==> src/rtl/dpa_pkg.sv <==
package dpa_pkg;

    // Number of ports (A and B)
    localparam int NSIDES = 2;

    // Stored control bits 5..0; bits 7..6 are read-only flags
    typedef struct packed {
        logic       c2_drive;   // bit 5: C2 is an output
        logic [1:0] c2_mode;    // bits 4..3: C2 mode / edge+enable
        logic       data_sel;   // bit 2: slot reaches output register
        logic       c1_rise;    // bit 1: C1 active edge is rising
        logic       c1_en;      // bit 0: C1 interrupt enable
    } ctl_t;

    localparam int CTL_W = $bits(ctl_t);

    // Decoded slot: which side and whether it is the control slot
    typedef struct packed {
        logic side;
        logic is_ctl;
    } slot_t;

    function automatic slot_t map_slot(input logic [1:0] sel, input logic swap);
        slot_t s;
        if (swap) begin
            s.side   = sel[0];
            s.is_ctl = sel[1];
        end else begin
            s.side   = sel[1];
            s.is_ctl = sel[0];
        end
        return s;
    endfunction

endpackage

==> src/rtl/dpa_edge_sync.sv <==
module dpa_edge_sync #(
    parameter int STAGES = 2
) (
    input  logic clk,
    input  logic rst,
    input  logic pin,
    output logic rise,
    output logic fall
);
    // sh[STAGES-1] is the synchronized level, sh[STAGES] its previous value
    logic [STAGES:0] sh;

    always_ff @(posedge clk) begin
        if (rst) begin
            sh <= '0;
        end else begin
            sh <= {sh[STAGES-1:0], pin};
        end
    end

    assign rise = sh[STAGES-1] & ~sh[STAGES];
    assign fall = ~sh[STAGES-1] & sh[STAGES];
endmodule

==> src/rtl/dpa_side.sv <==
module dpa_side
    import dpa_pkg::*;
#(
    parameter int DW          = 8,
    parameter int SYNC_STAGES = 2,
    parameter bit HAS_RSTROBE = 1'b0
) (
    input  logic          clk,
    input  logic          rst,
    input  logic          acc_data,
    input  logic          acc_ctl,
    input  logic          wr,
    input  logic [DW-1:0] wdata,
    input  logic [DW-1:0] pin_in,
    input  logic          c1_pin,
    input  logic          c2_pin,
    output logic [DW-1:0] rd_data,
    output logic [DW-1:0] rd_ctl,
    output logic [DW-1:0] port_out,
    output logic [DW-1:0] port_dir,
    output logic          c2_out,
    output logic          c2_oe,
    output logic          irq_n
);
    ctl_t          ctl_q;
    logic [DW-1:0] out_q;
    logic [DW-1:0] dir_q;
    logic          f1_q;
    logic          f2_q;
    logic          c2_lvl;

    logic c1_rise, c1_fall, c2_rise, c2_fall;

    dpa_edge_sync #(.STAGES(SYNC_STAGES)) u_c1 (
        .clk(clk), .rst(rst), .pin(c1_pin), .rise(c1_rise), .fall(c1_fall)
    );
    dpa_edge_sync #(.STAGES(SYNC_STAGES)) u_c2 (
        .clk(clk), .rst(rst), .pin(c2_pin), .rise(c2_rise), .fall(c2_fall)
    );

    logic c2_is_in, c1_hit, c2_hit, rd_port, wr_ctl, wr_data;
    assign c2_is_in = ~ctl_q.c2_drive;
    assign c1_hit   = ctl_q.c1_rise ? c1_rise : c1_fall;
    assign c2_hit   = c2_is_in & (ctl_q.c2_mode[1] ? c2_rise : c2_fall);
    assign rd_port  = acc_data & ~wr & ctl_q.data_sel;
    assign wr_ctl   = acc_ctl & wr;
    assign wr_data  = acc_data & wr;

    wire unused_hi = ^wdata[DW-1:CTL_W];

    always_ff @(posedge clk) begin
        if (rst) begin
            ctl_q <= '0;
            out_q <= '0;
            dir_q <= '0;
            f1_q  <= 1'b0;
            f2_q  <= 1'b0;
        end else begin
            if (wr_ctl) ctl_q <= ctl_t'(wdata[CTL_W-1:0]);
            if (wr_data && ctl_q.data_sel)  out_q <= wdata;
            if (wr_data && !ctl_q.data_sel) dir_q <= wdata;
            // a new edge wins over a clearing read in the same cycle
            if (c1_hit)       f1_q <= 1'b1;
            else if (rd_port) f1_q <= 1'b0;
            if (c2_hit)       f2_q <= 1'b1;
            else if (rd_port) f2_q <= 1'b0;
        end
    end

    generate
        if (HAS_RSTROBE) begin : g_rstrobe
            logic strobe_mode;
            assign strobe_mode = ctl_q.c2_drive & ~ctl_q.c2_mode[1];
            always_ff @(posedge clk) begin
                if (rst) begin
                    c2_lvl <= 1'b1;
                end else if (!strobe_mode) begin
                    c2_lvl <= 1'b1;
                end else if (rd_port) begin
                    c2_lvl <= 1'b0;
                end else if (ctl_q.c2_mode[0] || c1_hit) begin
                    c2_lvl <= 1'b1;
                end
            end
        end else begin : g_nostrobe
            assign c2_lvl = 1'b1;
        end
    endgenerate

    assign c2_out = ctl_q.c2_mode[1] ? ctl_q.c2_mode[0] : c2_lvl;
    assign c2_oe  = ctl_q.c2_drive;
    assign irq_n  = ~((f1_q & ctl_q.c1_en) | (f2_q & c2_is_in & ctl_q.c2_mode[0]));

    assign rd_data  = ctl_q.data_sel ? ((out_q & dir_q) | (pin_in & ~dir_q)) : dir_q;
    assign port_out = out_q;
    assign port_dir = dir_q;

    always_comb begin
        rd_ctl              = '0;
        rd_ctl[CTL_W-1:0]   = ctl_q;
        rd_ctl[CTL_W+1]     = f1_q;
        rd_ctl[CTL_W]       = f2_q & c2_is_in;
    end
endmodule

==> src/rtl/dual_port_adapter.sv <==
module dual_port_adapter
    import dpa_pkg::*;
#(
    parameter int DW          = 8,
    parameter int SYNC_STAGES = 2
) (
    input  logic          clk,
    input  logic          rst,
    input  logic          cs,
    input  logic          wr,
    input  logic          swap_order,
    input  logic [1:0]    sel,
    input  logic [DW-1:0] wdata,
    output logic [DW-1:0] rdata,
    input  logic [DW-1:0] pa_in,
    output logic [DW-1:0] pa_out,
    output logic [DW-1:0] pa_dir,
    input  logic          ca1,
    input  logic          ca2_in,
    output logic          ca2_out,
    output logic          ca2_oe,
    output logic          irqa_n,
    input  logic [DW-1:0] pb_in,
    output logic [DW-1:0] pb_out,
    output logic [DW-1:0] pb_dir,
    input  logic          cb1,
    input  logic          cb2_in,
    output logic          cb2_out,
    output logic          cb2_oe,
    output logic          irqb_n
);
    slot_t slot;
    assign slot = map_slot(sel, swap_order);

    logic [DW-1:0] s_pin  [NSIDES];
    logic [DW-1:0] s_out  [NSIDES];
    logic [DW-1:0] s_dir  [NSIDES];
    logic [DW-1:0] s_rdd  [NSIDES];
    logic [DW-1:0] s_rdc  [NSIDES];
    logic [NSIDES-1:0] s_c1, s_c2i, s_c2o, s_c2e, s_irq;

    assign s_pin[0] = pa_in;
    assign s_pin[1] = pb_in;
    assign s_c1     = {cb1, ca1};
    assign s_c2i    = {cb2_in, ca2_in};

    generate
        for (genvar i = 0; i < NSIDES; i++) begin : g_side
            logic acc_d, acc_c;
            assign acc_d = cs & (slot.side == 1'(i)) & ~slot.is_ctl;
            assign acc_c = cs & (slot.side == 1'(i)) &  slot.is_ctl;
            dpa_side #(
                .DW(DW), .SYNC_STAGES(SYNC_STAGES), .HAS_RSTROBE(i == 0)
            ) u_side (
                .clk(clk), .rst(rst),
                .acc_data(acc_d), .acc_ctl(acc_c), .wr(wr), .wdata(wdata),
                .pin_in(s_pin[i]), .c1_pin(s_c1[i]), .c2_pin(s_c2i[i]),
                .rd_data(s_rdd[i]), .rd_ctl(s_rdc[i]),
                .port_out(s_out[i]), .port_dir(s_dir[i]),
                .c2_out(s_c2o[i]), .c2_oe(s_c2e[i]), .irq_n(s_irq[i])
            );
        end
    endgenerate

    always_comb begin
        rdata = '0;
        if (cs && !wr) begin
            rdata = slot.is_ctl ? s_rdc[slot.side] : s_rdd[slot.side];
        end
    end

    assign pa_out  = s_out[0];
    assign pa_dir  = s_dir[0];
    assign pb_out  = s_out[1];
    assign pb_dir  = s_dir[1];
    assign ca2_out = s_c2o[0];
    assign ca2_oe  = s_c2e[0];
    assign cb2_out = s_c2o[1];
    assign cb2_oe  = s_c2e[1];
    assign irqa_n  = s_irq[0];
    assign irqb_n  = s_irq[1];
endmodule

==> config.mk <==
export PLATFORM = sky130hd
export DESIGN_NAME = dual_port_adapter
export DESIGN_NICKNAME = d
export VERILOG_FILES = /design/src/rtl/dpa_pkg.sv /design/src/rtl/dpa_edge_sync.sv /design/src/rtl/dpa_side.sv /design/src/rtl/dual_port_adapter.sv
export SDC_FILE = /design/constraint.sdc
export NUM_CORES = 1
export LEC_CHECK = 0
export BUFFER_PORTS_ARGS = -buffer_cell sky130_fd_sc_hd__buf_4
export CAP_MARGIN = 30
export CORE_MARGIN = 2
export CORE_UTILIZATION = 55
export DETAILED_ROUTE_END_ITERATION = 10
export MAX_ROUTING_LAYER = met4
export PLACE_DENSITY = 0.8
export SLEW_MARGIN = 20
export SYNTH_ARGS = -nofsm -noshare
export SYNTH_HDL_FRONTEND = slang
export SYNTH_SLANG_ARGS = --single-unit
==> constraint.sdc <==
create_clock -name clk -period 5.1 [get_ports clk]
set_clock_uncertainty 0.2 [all_clocks]
set_input_delay 0.255 -clock clk [delete_from_list [all_inputs] [get_ports clk]]
set_output_delay 0.255 -clock clk [all_outputs]
set_load 0.05 [all_outputs]
==> metrics.cfg, run 1 <==
[floorplan]
initial_utilization_pct=57.2
ios=81
rows=25
die-area_mm2=0.00552
core-area_mm2=0.00475
die_w_um=74.3
dieHeight_um=74.3

[yosys]
syn_area_per_cell_um2=9.03
synth_cell_types=28
ys_seq_area_share_pct=44.9
synthCells=301
syn_area_mm2=0.00272
yosys_warnings=0
synth_nets=336
yosys_register_bits=61

[global_routing]
gr-usage-met3_pct=5.56
grt_overflow_total=0
antenna_found_initial=0
grt_max_degree=62
gr-max-usage-layer=met2
grt_util_met2_pct=46.0
grt_util_met1_pct=36.0
grt_pass1_vias=2375
grt_pass1_wl_um=11500
grt_use_total_pct=28.7

[clocking]
cts_buffers=9
cts_setup_buffers=0
clkTransAtPathRegs_ns=0.07
cts_hold_buffers=5
cts_resized=0
clockBufferDepth=2
cts_tree=done
insertion_delay_ns=0.33
clock-sinks=61
root_buffer=clkbuf_8
htreeDepth=3

[sta]
max_freq_ghz=0.392
post-route-period-util_pct=50.1
finalHoldViolCount=1
fin_crit_ns=2.55
tns_ns=0
slew_headroom_pct=46.9
worstMarginPinSlew_ns=0.795
rsz0062_at_grt=false
hold_ws_ns=-0.00468
maxSlewViolCount=0
setup_viol=0

[cells_and_area]
nets=417
final_common_cell=buf_4
mostFrequentLayoutCells=buf_4, dfxtp_1, nor2_1
final_area_mm2=0.00358
fillers=377
diodes=0
syn_to_final_growth_pct=31.7
drive_gt1_share_pct=27.1

[run_status]
status=complete, but fails checks
violations=hold timing

[critical_path]
critPathMostFrequentCell=a21oi_1
cpMaxStageDelayCell=dfxtp_1
cp.required_ns=4.64
cp_max_fo=21
timing.rr.end=g_side[0].u_side.port_out[4]$_SDFFE_PP0P_
rr_worst_depth=4
max_stage_delay_ns=0.84
critPathKind=reg2out
path_cells=a21oi_1 > a31oi_1 > a22oi_1 > a21oi_1 > buf_4
end_kind=output port
arrival_ns=2.10
cp-start-kind=flop
rrSetupSlack_ns=2.86
r2r_start=g_side[0].u_side.rd_ctl[2]$_SDFFE_PP0P_

[pwr]
pwr-share-clk_pct=41.0
power_density_mw_per_mm2=283
leakagePower_nw=1.46
power.switching_mw=0.247
pwr-share-seq_pct=49.0
sw_frac_of_total_pct=24.4
p_int_mw=0.767
power_frac_comb_pct=10.1
ir_drop_mv=0.313

[worst_hold_path]
hp-class=in2reg
hp-start=wdata[7]
hold_end=g_side[0].u_side.port_out[7]$_SDFFE_PP0P_
whs_path_depth=3

[placed_design]
post-dp-hpwl_um=4910
dpl_cell_area_mm2=0.00334
io_buffers=80
gp_congestion=0.885

[route]
drt_iter0_drc=185
drc=0
num_vias=2513
wire_per_inst_um=16.0
ant_nets=0
dr.pass1.iters=4
viasPerCell=5.54
drt-total-wl_um=7260

[run]
max_cap_violations=0

state kept, by name, indices dropped and copies added, names as in the netlist:
name	count
g_side.u_side.port_out	16
g_side.u_side.rd_ctl	10
g_side.u_side.u_c1.sh	6
g_side.u_side.f2_q	2
g_side.u_side.port_dir	16
g_side.u_side.c2_lvl	1
g_side.u_side.f1_q	2
g_side.u_side.u_c2.sh	6
g_side.u_side.c2_oe	2
routing by layer:
layer	up-vias	part of all wire [%]
li1	1214	-
met1	1188	42
met2	99	48
met3	12	7.4
met4	0	1.7
met5	-	0
final cells by class:
type	instances	area [um2]	share of cell area, %
clock buffers	12	145	4.05
clock inverters	4	47.5	1.33
inverters	16	60.1	1.68
multi-input cells	209	1370	38.3
flip-flops and latches	61	1220	34.1
well taps	67	83.8	2.34
repair buffers	85	651	18.2
worst max path at each step:
stage,from,endpoint,slack [ns],cells past startpoint
after CTS,g_side[1].u_side.rd_ctl[2]$_SDFFE_PP0P_,rdata[6],2.56,5
after floorplan,sel[1],rdata[0],2.70,5
after global placement,sel[1],rdata[1],2.93,6
after detailed placement,sel[1],rdata[2],2.88,6
after global routing,g_side[1].u_side.rd_ctl[2]$_SDFFE_PP0P_,rdata[4],2.38,5
final,g_side[1].u_side.rd_ctl[2]$_SDFFE_PP0P_,rdata[6],2.55,5
cells by family after synthesis:
logic type / after synthesis / synth area share, %
buffers and inverters: 31 / 4.60
DFF: 61 / 44.9
and+or+nand+nor: 92 / 16.8
AOI/OAI and AO/OA: 72 / 17.0
muxes: 45 / 16.6
stage by stage:
stage	std cells	util, %	setup WS, ns	power [mW]
after global routing	454	75.3	2.38	1.05
final	454	75.3	2.55	1.01
after detailed placement	433	70.2	2.88	0.605
after global placement	433	70.2	2.93	0.603
after CTS	454	75.3	2.56	1.02
after floorplan	301	-	2.70	0.561
cells in the mapped netlist:
cell type	count	area [um2]
dfxtp_1	61	1220
nor2_1	51	191
mux2i_1	44	440
a21oi_1	29	145
a22oi_1	18	135
a31oi_1	16	100
inv_1	16	60.1
nor2b_1	14	87.6
clkbuf_1	13	48.8
nand2_1	7	26.3
nand3b_1	6	45.0
nand2b_1	4	25.0
nand3_1	3	15.0
o21ai_0	3	15.0
a21o_1	2	15.0
and2_2	2	15.0
a211oi_4	1	20.0
a21oi_2	1	8.76
a21oi_4	1	16.3
buf_2	1	5.00
buf_6	1	11.3
mux2_2	1	11.3
nor3_4	1	16.3
o31ai_1	1	7.51
or3_2	1	7.51
or3b_2	1	8.76
or3b_4	1	11.3
or4_2	1	8.76
power groups by stage:
stage	combinational, mW	clock (mW)	sequential, mW
after floorplan	0.0473	0	0.514
after global placement	0.0969	0	0.506
after detailed placement	0.0979	0	0.507
after CTS	0.102	0.417	0.496
after global routing	0.109	0.441	0.498
final	0.102	0.416	0.496
critical path: cells and delay by family, from the launching register on:
family,cells,cell delay [ns]
buf+inv,1,0.23
flops,1,0.84
compound gates,4,0.69
Note: power is estimated with default switching activity, not from simulation.
==> run 2, diff against run 1 <==
CORE_UTILIZATION = 46   (was 55)
PLACE_DENSITY = 0.71   (was 0.8)
clock period = 2.2 ns   (was 5.1 ns; I/O delays follow)
==> metrics.cfg, run 2 (synthesis results as in run 1) <==
[clocking]
htreeDepth=3
clock-sinks=61
insertion_delay_ns=0.33
clockBufferDepth=2
cts_buffers=9
root_buffer=clkbuf_8
clkTransAtPathRegs_ns=0.06
cts_tree=done
cts_setup_buffers=0

[floorplan]
initial_utilization_pct=46.8
die-area_mm2=0.00654
rows=28
die_w_um=80.9
ios=81
core-area_mm2=0.00582
dieHeight_um=80.9

[global_routing]
grt_max_degree=62
grt_pass1_vias=2293
grt_pass1_wl_um=11400
grt_overflow_total=0
antenna_found_initial=0
grt_use_total_pct=24.0

[placed_design]
post-dp-hpwl_um=5100
gp_congestion=0.856
io_buffers=80
dp_slack_ns=0.225

[cells_and_area]
drive_gt1_share_pct=28.1
diodes=0
mostFrequentLayoutCells=buf_4, dfxtp_1, nor2_1
final_common_cell=buf_4
nets=429
fillers=506
syn_to_final_growth_pct=37.3

[route]
wire_per_inst_um=15.4
drt_iter0_drc=162
dr.pass1.iters=4
drt-total-wl_um=7300
num_vias=2466
viasPerCell=5.20
ant_nets=0
drc=0

[sta]
fin_ws_ns=0.119
slew_headroom_pct=59.2
tns_ns=0
worstMarginPinSlew_ns=0.612
finalHoldViolCount=0
post-route-period-util_pct=94.6
setup_viol=0
maxSlewViolCount=0
hold_ws_ns=0.0206
max_freq_ghz=0.480
fin_crit_ns=2.08
rsz0062_at_grt=false

[critical_path]
cp.required_ns=1.89
critical_path_buf_inv_count=2
path_cells=buf_4 > a21oi_1 > a31oi_1 > a22oi_1 > a21oi_1 > buf_4
critical_path.startpoint=g_side[0].u_side.rd_ctl[2]$_SDFFE_PP0P_
rr_worst_depth=3
arrival_ns=1.77
r2r_start=g_side[0].u_side.rd_ctl[2]$_SDFFE_PP0P_
rrSetupSlack_ns=0.30
critPathKind=reg2out
cp-start-kind=flop
cp_max_fo=15
max_stage_delay_ns=0.49
crit_end=rdata[5]
end_kind=output port
timing.rr.end=g_side[0].u_side.port_dir[1]$_SDFFE_PP0P_
path_delay_family=compound AO/OA/AOI/OAI gates
cpMaxStageDelayCell=dfxtp_2
path_depth=6

[pwr]
ir_drop_mv=0.393
leakagePower_nw=1.53
power_density_mw_per_mm2=674

[run]
max_cap_violations=0

[worst_hold_path]
hp-class=in2reg

[run_status]
status=finished, final reports clean

## run 2: changes by cell type in the layout (fill, tap and decap cells not counted), sizes merged
cell	previous run	this run
buf	80	85
dlygate4sd3	5	12
bufinv	1	2
clkinvlp	1	0
## run 2: worst min-delay path: stages
cell,delay [ns]
buf_4,0.13
nand3b_1,0.09
o21ai_0,0.07
a21oi_1,0.11
## run 2: area by class of cell
type | count | area [um2] | share of cell area, %
sequential | 61 | 1220 | 32.8
clock buffer | 12 | 155 | 4.16
clock inverter | 4 | 70.1 | 1.88
inverter | 16 | 60.1 | 1.61
timing repair buffer | 97 | 758 | 20.3
tap | 75 | 93.8 | 2.51
multi-input combinational | 209 | 1370 | 36.8
## run 2: timing repair
| action | CTS | global route |
|---|---|---|
| endpoints found under the setup margin | 2 | 0 |
| gates resized for setup | 1 | 0 |
| hold endpoints to repair | 48 | 0 |
| hold buffers | 12 | 0 |
## run 2: where the power goes
| group | internal [mW] | leakage [nW] | switching, mW |
|---|---|---|---|
| Combinational | 0.109 | 0.923 | 0.142 |
| Clock | 0.696 | 0.116 | 0.422 |
| Sequential | 1.13 | 0.495 | 0.0193 |
## run 2: worst min-delay path by stage
| stage | start | to | slack [ns] | depth (start not counted) |
|---|---|---|---|---|
| global placement | ca1 | g_side[0].u_side.u_c1.sh[0]$_SDFF_PP0_ | 0.12 | 2 |
| finish | cs | g_side[1].u_side.f1_q$_SDFFE_PP0P_ | 0.02 | 4 |
| CTS | cs | g_side[1].u_side.f1_q$_SDFFE_PP0P_ | 0.01 | 4 |
| floorplan | ca1 | g_side[0].u_side.u_c1.sh[0]$_SDFF_PP0_ | 0.04 | 1 |
| global route | sel[1] | g_side[0].u_side.c2_lvl$_SDFFE_PP1P_ | 0.05 | 4 |
| detailed placement | cb2_in | g_side[1].u_side.u_c2.sh[0]$_SDFF_PP0_ | 0.13 | 2 |
## run 2: layer usage
metal	wire, um	track usage (%)	part of all wire (%)
met5	0	-	0
met4	86	8.31	1.2
met3	344	3.33	4.7
met2	3600	39.5	49
met1	3260	30.2	45
## run 2: per-stage QoR
stage / power (mW) / cells / utilization, % / cell area (um2)
4_1_cts: 2.53 / 474 / 64.2 / 3730
3_3_place_gp: 1.40 / 446 / 58.2 / 3390
2_1_floorplan: 1.30 / 301 / - / 2720
3_5_place_dp: 1.40 / 446 / 58.2 / 3390
5_1_grt: 2.61 / 474 / 64.2 / 3730
6_report: 2.52 / 474 / 64.2 / 3730
==> run 3, diff against run 2 <==
CORE_UTILIZATION = 55   (was 46)
PLACE_DENSITY = 0.8   (was 0.71)
clock period = 2.7 ns   (was 2.2 ns; I/O delays follow)
==> metrics.cfg, run 3 (synthesis results as in run 1) <==
[placed_design]
post-dp-hpwl_um=4960
gp_congestion=0.916
dpl_cell_area_mm2=0.00334
io_buffers=80
dp_slack_ns=0.506
placed_cells=433

[floorplan]
initial_utilization_pct=57.2
die_w_um=74.3
rows=25
dieHeight_um=74.3
die-area_mm2=0.00552
core-area_mm2=0.00475
ios=81

[route]
dr.pass1.iters=4
drt_iter0_drc=141
ant_nets=0
drc=0
num_vias=2552
drt-total-wl_um=7270
wire_per_inst_um=15.8
viasPerCell=5.54

[worst_hold_path]
hp-start=cs
whs_path_depth=4
hold_end=g_side[1].u_side.f1_q$_SDFFE_PP0P_
hp-class=in2reg

[global_routing]
grt_util_met2_pct=42.9
grt_pass1_wl_um=11200
grt_max_degree=62
grt_use_total_pct=28.0
grt_pass1_vias=2285
grt_util_met1_pct=37.8
grt_overflow_total=0
gr-usage-met3_pct=4.74
gr-max-usage-layer=met2
antenna_found_initial=0

[sta]
rsz0062_at_grt=false
slew_headroom_pct=47.8
max_freq_ghz=0.423
tns_ns=0
hold_ws_ns=0.0600
finalHoldViolCount=0
fin_ws_ns=0.338
post-route-period-util_pct=87.5
worstMarginPinSlew_ns=0.781
setup_viol=0
maxSlewViolCount=0
fin_crit_ns=2.36

[pwr]
leakagePower_nw=1.49
power_density_mw_per_mm2=527
ir_drop_mv=0.320
p_total_mw=1.92

[critical_path]
arrival_ns=2.03
r2r_start=g_side[0].u_side.rd_ctl[2]$_SDFFE_PP0P_
end_kind=output port
rrSetupSlack_ns=0.45
timing.rr.end=g_side[0].u_side.port_out[1]$_SDFFE_PP0P_
cp_max_fo=20
critical_path.startpoint=g_side[0].u_side.rd_ctl[2]$_SDFFE_PP0P_
rr_worst_depth=4
cp.required_ns=2.37
cp-start-kind=flop
critPathKind=reg2out

[cells_and_area]
drive_gt1_share_pct=26.9
syn_to_final_growth_pct=34.2
nets=424
final_common_cell=buf_4
finalNonFillerCells=461
diodes=0
final_area_mm2=0.00365
fillers=371
mostFrequentLayoutCells=buf_4, dfxtp_1, nor2_1
fin_util_pct=76.8

[run_status]
status=finished, final reports clean

[clocking]
cts_tree=done
cts_buffers=9
clkTransAtPathRegs_ns=0.06
insertion_delay_ns=0.33
root_buffer=clkbuf_8
clockBufferDepth=2
htreeDepth=3
clock-sinks=61
cts_resized=0

[run]
max_cap_violations=0

[run 3: what timing repair did]
action,CTS,global route
hold buffers,12,0
endpoints found under the hold margin,48,0
setup buffers,0,0
[run 3: area by class of cell]
cell class	count	area [um2]	share of cell area, %
well taps	67	83.8	2.30
multi-input cells	209	1370	37.6
inverters	16	60.1	1.65
clock inverters	5	50.0	1.37
clock buffers	11	141	3.87
flip-flops and latches	61	1220	33.5
repair buffers	92	721	19.7
[run 3: layer usage]
metal / up-vias / share of wire, % / wire length (um)
met2: 97 / 47 / 3450
met4: 0 / 1.3 / 98
met3: 12 / 6.6 / 482
met1: 1211 / 45 / 3240
met5: - / 0 / 0
li1: 1232 / - / -
[run 3: worst max-delay path by stage]
| stage | to | slack, ns | cells after the start |
|---|---|---|---|
| 2_1_floorplan | rdata[2] | 0.51 | 4 |
| 3_3_place_gp | g_side[0].u_side.port_out[6]$_SDFFE_PP0P_ | 0.54 | 4 |
| 3_5_place_dp | g_side[0].u_side.port_out[6]$_SDFFE_PP0P_ | 0.51 | 4 |
| 4_1_cts | rdata[2] | 0.35 | 5 |
| 5_1_grt | rdata[4] | 0.21 | 5 |
| 6_report | rdata[4] | 0.34 | 5 |
[run 3: worst max-delay path: stages, from the launching register on]
cell and delay (ns):
dfxtp_1 0.78, a21oi_1 0.14, a31oi_1 0.22, a22oi_1 0.09, a21oi_1 0.23, buf_4 0.24
[run 3: power breakdown]
part | total [mW] | internal (mW) | switching [mW]
registers | 0.938 | 0.919 | 0.0190
clock network | 0.784 | 0.445 | 0.339
logic | 0.201 | 0.0875 | 0.114
total | 1.92 | 1.45 | 0.472
